[config.mk]
export PLATFORM = sky130hd
export DESIGN_NAME = ea_gen
export DESIGN_NICKNAME = d
export VERILOG_FILES = /design/src/rtl/ea_pkg.sv /design/src/rtl/ea_legal_chk.sv /design/src/rtl/ea_offset_sum.sv /design/src/rtl/ea_seg_pick.sv /design/src/rtl/ea_gen.sv
export SDC_FILE = /design/constraint.sdc
export NUM_CORES = 1
export LEC_CHECK = 0
export ABC_AREA = 1
export BUFFER_PORTS_ARGS = -buffer_cell sky130_fd_sc_hd__buf_4
export CAP_MARGIN = 20
export CORE_MARGIN = 2
export CORE_UTILIZATION = 36
export CTS_BUF_LIST = sky130_fd_sc_hd__clkbuf_8 sky130_fd_sc_hd__clkbuf_16
export DETAILED_ROUTE_END_ITERATION = 16
export PLACE_DENSITY_LB_ADDON = 0.1
export REMOVE_ABC_BUFFERS = 1
export SLEW_MARGIN = 5
export SYNTH_ARGS = -nofsm -noshare
export SYNTH_HDL_FRONTEND = slang
export SYNTH_HIERARCHICAL = 1
export SYNTH_SLANG_ARGS = --single-unit
[constraint.sdc]
create_clock -name clk_i -period 1.2 [get_ports clk_i]
set_clock_uncertainty 0.15 [all_clocks]
set_input_delay 0.12 -clock clk_i [delete_from_list [all_inputs] [get_ports clk_i]]
set_output_delay 0.12 -clock clk_i [all_outputs]
set_load 0.1 [all_outputs]
[src/rtl/ea_pkg.sv]
package ea_pkg;
  typedef enum logic [2:0] {
    R_AX = 3'd0, R_CX = 3'd1, R_DX = 3'd2, R_BX = 3'd3,
    R_SP = 3'd4, R_BP = 3'd5, R_SI = 3'd6, R_DI = 3'd7
  } reg_id_e;

  typedef enum logic [1:0] {
    SEG_ES = 2'd0, SEG_CS = 2'd1, SEG_SS = 2'd2, SEG_DS = 2'd3
  } seg_e;

  typedef enum logic [1:0] {
    DISP_NONE = 2'd0, DISP_BYTE = 2'd1, DISP_FULL = 2'd2, DISP_FULL2 = 2'd3
  } disp_e;
endpackage

[src/rtl/ea_legal_chk.sv]
module ea_legal_chk
  import ea_pkg::*;
(
  input  logic       mode32_i,
  input  logic       base_en_i,
  input  logic [2:0] base_id_i,
  input  logic       idx_en_i,
  input  logic [2:0] idx_id_i,
  output logic       illegal_o
);
  logic bad16_base, bad16_idx, bad32_idx;

  always_comb begin
    bad16_base = base_en_i && !(base_id_i == R_BX || base_id_i == R_BP);
    bad16_idx  = idx_en_i  && !(idx_id_i  == R_SI || idx_id_i  == R_DI);
    bad32_idx  = idx_en_i  && (idx_id_i == R_SP);
    illegal_o  = mode32_i ? bad32_idx : (bad16_base || bad16_idx);
  end
endmodule

[src/rtl/ea_offset_sum.sv]
module ea_offset_sum
  import ea_pkg::*;
#(
  parameter int AW = 32,
  parameter int OW = 16
) (
  input  logic          mode32_i,
  input  logic          base_en_i,
  input  logic [AW-1:0] base_val_i,
  input  logic          idx_en_i,
  input  logic [AW-1:0] idx_val_i,
  input  logic [1:0]    scale_i,
  input  logic [1:0]    disp_sel_i,
  input  logic [AW-1:0] disp_i,
  output logic [AW-1:0] sum_o
);
  localparam logic [AW-1:0] LO_MASK = {{(AW-OW){1'b0}}, {OW{1'b1}}};

  logic [AW-1:0] b_term, i_term, d_term, raw;

  always_comb begin
    b_term = base_en_i ? base_val_i : '0;
    i_term = idx_en_i ? (mode32_i ? (idx_val_i << scale_i) : idx_val_i) : '0;
    case (disp_e'(disp_sel_i))
      DISP_NONE: d_term = '0;
      DISP_BYTE: d_term = {{(AW-8){disp_i[7]}}, disp_i[7:0]};
      default:   d_term = mode32_i ? disp_i : (disp_i & LO_MASK);
    endcase
    if (!mode32_i) begin
      b_term = b_term & LO_MASK;
      i_term = i_term & LO_MASK;
    end
    raw   = b_term + i_term + d_term;
    sum_o = mode32_i ? raw : (raw & LO_MASK);
  end
endmodule

[src/rtl/ea_seg_pick.sv]
module ea_seg_pick
  import ea_pkg::*;
(
  input  logic       base_en_i,
  input  logic [2:0] base_id_i,
  input  logic       ovr_en_i,
  input  logic [1:0] ovr_seg_i,
  input  logic       str_dst_i,
  output logic [1:0] seg_o
);
  always_comb begin
    if (str_dst_i)                              seg_o = SEG_ES;
    else if (ovr_en_i)                          seg_o = ovr_seg_i;
    else if (base_en_i && base_id_i == R_BP)    seg_o = SEG_SS;
    else                                        seg_o = SEG_DS;
  end
endmodule

[src/rtl/ea_gen.sv]
module ea_gen
  import ea_pkg::*;
#(
  parameter int AW    = 32,
  parameter int OW    = 16,
  parameter int SEGW  = 16,
  parameter int SHIFT = 4,
  localparam int PAW  = SEGW + SHIFT
) (
  input  logic            clk_i,
  input  logic            rst_ni,
  input  logic            valid_i,
  input  logic            mode32_i,
  input  logic            base_en_i,
  input  logic [2:0]      base_id_i,
  input  logic [AW-1:0]   base_val_i,
  input  logic            idx_en_i,
  input  logic [2:0]      idx_id_i,
  input  logic [AW-1:0]   idx_val_i,
  input  logic [1:0]      scale_i,
  input  logic [1:0]      disp_sel_i,
  input  logic [AW-1:0]   disp_i,
  input  logic            ovr_en_i,
  input  logic [1:0]      ovr_seg_i,
  input  logic            str_dst_i,
  input  logic [SEGW-1:0] seg_val_i,
  output logic [AW-1:0]   ea_o,
  output logic [1:0]      seg_o,
  output logic [PAW-1:0]  phys_o,
  output logic            illegal_o
);
  logic           bad_c;
  logic [AW-1:0]  sum_c;
  logic [1:0]     seg_c;
  logic [PAW-1:0] phys_c;

  ea_legal_chk u_legal (
    .mode32_i  (mode32_i),
    .base_en_i (base_en_i),
    .base_id_i (base_id_i),
    .idx_en_i  (idx_en_i),
    .idx_id_i  (idx_id_i),
    .illegal_o (bad_c)
  );

  ea_offset_sum #(.AW(AW), .OW(OW)) u_sum (
    .mode32_i   (mode32_i),
    .base_en_i  (base_en_i),
    .base_val_i (base_val_i),
    .idx_en_i   (idx_en_i),
    .idx_val_i  (idx_val_i),
    .scale_i    (scale_i),
    .disp_sel_i (disp_sel_i),
    .disp_i     (disp_i),
    .sum_o      (sum_c)
  );

  ea_seg_pick u_seg (
    .base_en_i (base_en_i),
    .base_id_i (base_id_i),
    .ovr_en_i  (ovr_en_i),
    .ovr_seg_i (ovr_seg_i),
    .str_dst_i (str_dst_i),
    .seg_o     (seg_c)
  );

  // real-mode address: segment shifted plus low offset, carry dropped
  always_comb begin
    phys_c = {seg_val_i, {SHIFT{1'b0}}} + {{(PAW-OW){1'b0}}, sum_c[OW-1:0]};
  end

  always_ff @(posedge clk_i or negedge rst_ni) begin
    if (!rst_ni) begin
      ea_o      <= '0;
      seg_o     <= SEG_DS;
      phys_o    <= '0;
      illegal_o <= 1'b0;
    end else if (valid_i) begin
      illegal_o <= bad_c;
      if (!bad_c) begin
        ea_o   <= sum_c;
        seg_o  <= seg_c;
        phys_o <= phys_c;
      end
    end
  end
endmodule

==> results.sh <==
export IMPL_outcome="finished with violations"
export IMPL_violations="negative setup slack"
export IMPL_yosys_warnings=6
export IMPL_synthAdderAreaFrac=0.1593
export IMPL_p_clk_frac=0.087
export IMPL_vias_per_cell=4.652
export IMPL_critical_path_required_ns=1.24
export IMPL_cap_viol_max_count=0
export IMPL_p_leak_nw=6.991
export IMPL_synth_top_family_by_area="simple AND/OR/NAND/NOR gates"
export IMPL_post_route_period_util=2.835
export IMPL_core_mm2=0.02023
export IMPL_pwr_density_cell_mw_per_mm2=1557
export IMPL_rsz0062_at_grt="true"
export IMPL_cts_root_buf="clkbuf_16"
export IMPL_clock_latency_ns=0.30
export IMPL_worst_slew_pin_slew_ns=0.2560
export IMPL_cp_data_arrival_time_ns=3.44
export IMPL_io_pins=187
export IMPL_htree_levels=2
export IMPL_crit_family="adder cells"
export IMPL_grt_usage=0.2230
export IMPL_drive_gt1_frac=0.4131
export IMPL_yosys_area_share_simple=0.4240
export IMPL_grt_max_degree=40
export IMPL_grt_antenna_before_repair=0
export IMPL_internal_power_mw=9.196
export IMPL_grt_pass1_wl_um=40320
export IMPL_combPwrFrac=0.772
export IMPL_nets=1828
export IMPL_cp_max_fo=6
export IMPL_switching_power_mw=10.56
export IMPL_min_from="seg_val_i[0]"
export IMPL_wl_um=25380
export IMPL_slew_headroom=0.8293
export IMPL_startpoint="scale_i[0]"
export IMPL_fin_cells=1892
export IMPL_gp_congestion=0.8941
export IMPL_hold_class="input port to register"
export IMPL_setup_violations=58
export IMPL_grt_ovfl_total=0
export IMPL_syn_area_per_cell_um2=5.807
export IMPL_fin_crit_ns=3.402
export IMPL_cp_start_kind="input port"
export IMPL_ys_ff_latch=51
export IMPL_synthesis_area_mm2=0.007445
export IMPL_dieHeight_um=147.8
export IMPL_first_pass_iters=5
export IMPL_max_freq_mhz=293.9
export IMPL_layout_setup_ws_ns=-2.202
export IMPL_power_mw=19.76
export IMPL_final_antenna_net_count=0
export IMPL_area_growth_pct=70.47
export IMPL_yosysTopAreaCell="nand2_1"
export IMPL_end_kind="register"
export IMPL_synth_compound_area_frac=0.06571
export IMPL_vias=8801
export IMPL_muxShareOfSynthArea=0.01748
export IMPL_netlist_instances=1282
export IMPL_num_rows=52
export IMPL_power_frac_seq=0.141
export IMPL_slowest_delay_ns=0.45
export IMPL_routedWlPerCell_um=13.42
export IMPL_numCtsBuffers=5
export IMPL_final_cell_mix="nand2_1 (486), buf_4 (281), inv_1 (196)"
export IMPL_final_common_cell="nand2_1"
export IMPL_drt_initial_drc_count=331
export IMPL_hold_viol=0
export IMPL_seq_area_frac_synth=0.1718
export IMPL_num_antenna_cells=0
export IMPL_synth_xor_area_share=0.01882
export IMPL_ys_types=42
export IMPL_synth_top_area_share=0.2904
export IMPL_slew_viol_final=0
export IMPL_synth_area_leaders="nand2_1 (29%), dfrtp_1 (16%), inv_1 (11%)"
export IMPL_vdd_drop_max_mv=1.173
export IMPL_slowest_stage="fa_1"
export IMPL_cts_tree="yes"
export IMPL_path_common_cell="nand2_1"
export IMPL_clockBufferDepth=2
export IMPL_floorplan_initialDensity=0.3679
export IMPL_placement_io_buffers=186
export IMPL_cts_sinks=51
export IMPL_place_inst=1836
export IMPL_hpwl_um=19550
export IMPL_critical_path_class="input port to register"
export IMPL_die_x_um=147.8
export IMPL_crit_buf_inv=6
export IMPL_power_share_switching=0.5345
export IMPL_cts_clk_slew_worst_paths_ns=0.08
export IMPL_die_area_mm2=0.02185
export IMPL_r2r_start="seg_o[1]"
export IMPL_grt_pass1_vias=8517
export IMPL_drc=0
[power groups by stage]
stage / sequential, mW / clock [mW] / combinational (mW)
6_report: 2.78 / 1.73 / 15.2
3_3_place_gp: 2.61 / 0 / 11.5
3_5_place_dp: 2.63 / 0 / 11.6
4_1_cts: 2.73 / 1.77 / 13.6
2_1_floorplan: 6.75 / 0 / 3.80
5_1_grt: 2.85 / 1.86 / 16.2
[worst register-to-register path: stages, from the launching register on]
cell	delay, ns
dfstp_2	0.56
nand2_1	0.06
nand2_1	0.05
[cells in the mapped netlist]
master and instances:
clkbuf_1 9, inv_2 9, a21boi_2 1, a221o_1 1, fa_1 33, and2_2 1, a21o_1 1, and2_4 1
a22oi_1 1, o21ai_0 17, o21bai_1 2, or2_1 4, nand2_2 13, nor2_1 79, nor2_4 2, o21bai_2 2
buf_1 2, o211ai_1 6, a21oi_2 1, nor3_2 4, a21oi_1 49, ha_1 42, or2_0 1, buf_2 16
inv_1 224, nand4_1 5, a21oi_4 1, xnor2_1 2, dfrtp_1 49, nor3_1 2, xor2_1 14, nand2_1 576
nand3b_1 3, a31oi_1 1, o221ai_1 1, nand3_2 3, buf_6 2, nor2_2 6, buf_4 6, dfstp_2 2
mux2i_1 13, nand3_1 75
[per-layer routing]
layer / share of wire / global-route usage / wire, um / up-vias
li1: - / - / - / 4536
met1: 0.47 / 0.3125 / 11890 / 4024
met2: 0.47 / 0.3798 / 12050 / 220
met3: 0.042 / 0.01698 / 1060 / 21
met4: 0.015 / 0.04327 / 382 / 0
met5: 0 / 0 / 0 / -
[stage by stage]
step / utilization / hold slack, ns / worst slack, ns / instance area (um^2) / TNS, ns
after detailed placement: 0.4980 / -0.1356 / -2.865 / 10080 / -101.66
after floorplan: - / -0.3256 / -2.336 / 7256 / -84.56
after global placement: 0.4980 / -0.1373 / -2.816 / 10080 / -100.55
after CTS: 0.5797 / 0.001365 / -2.133 / 11730 / -75.05
after global routing: 0.6272 / 0.01889 / -2.374 / 12690 / -84.34
final: 0.6272 / 0.002949 / -2.202 / 12690 / -77.18
[state kept, by name (all words and copies together) (netlist names)]
name	count
illegal_o	1
seg_o	2
phys_o	16
ea_o	32
[cell families (layout without fill, tap and decap cells)]
| group | Yosys count | count (layout) |
|---|---|---|
| flops | 51 | 51 |
| compound gates | 84 | 84 |
| xor+xnor | 16 | 16 |
| mux | 13 | 13 |
| fa+ha+maj | 75 | 75 |
| buf+inv | 268 | 608 |
| simple gates | 775 | 775 |
[repair_timing]
action	4_1_cts	5_1_grt
endpoints found under the setup margin	105	86
resized for setup	267	218
buffers inserted	28	16
hold endpoints to repair	57	0
hold buffers	6	0
pin swaps	62	103
cloned	1	0
[layout make-up]
class | count | area, um^2
fill | 1825 | 7543
timing repair buffer | 367 | 3364
sequential | 51 | 1281
tap | 270 | 337.8
clock buffer | 6 | 138.9
clock inverter | 2 | 38.79
inverter | 233 | 899.6
multi-input combinational | 963 | 6630
[final timing paths]
path,end,slack [ns],cells after the start
setup / recovery,phys_o[17],-2.20,27
hold / removal,phys_o[4],0.003,4
setup reg to reg,seg_o[1],0.32,2
hold reg to reg,ea_o[22],0.34,2
max in group asynchronous,ea_o[17],0.31,3
min in group asynchronous,phys_o[5],0.09,2
Power figures use the tool's default switching activity.
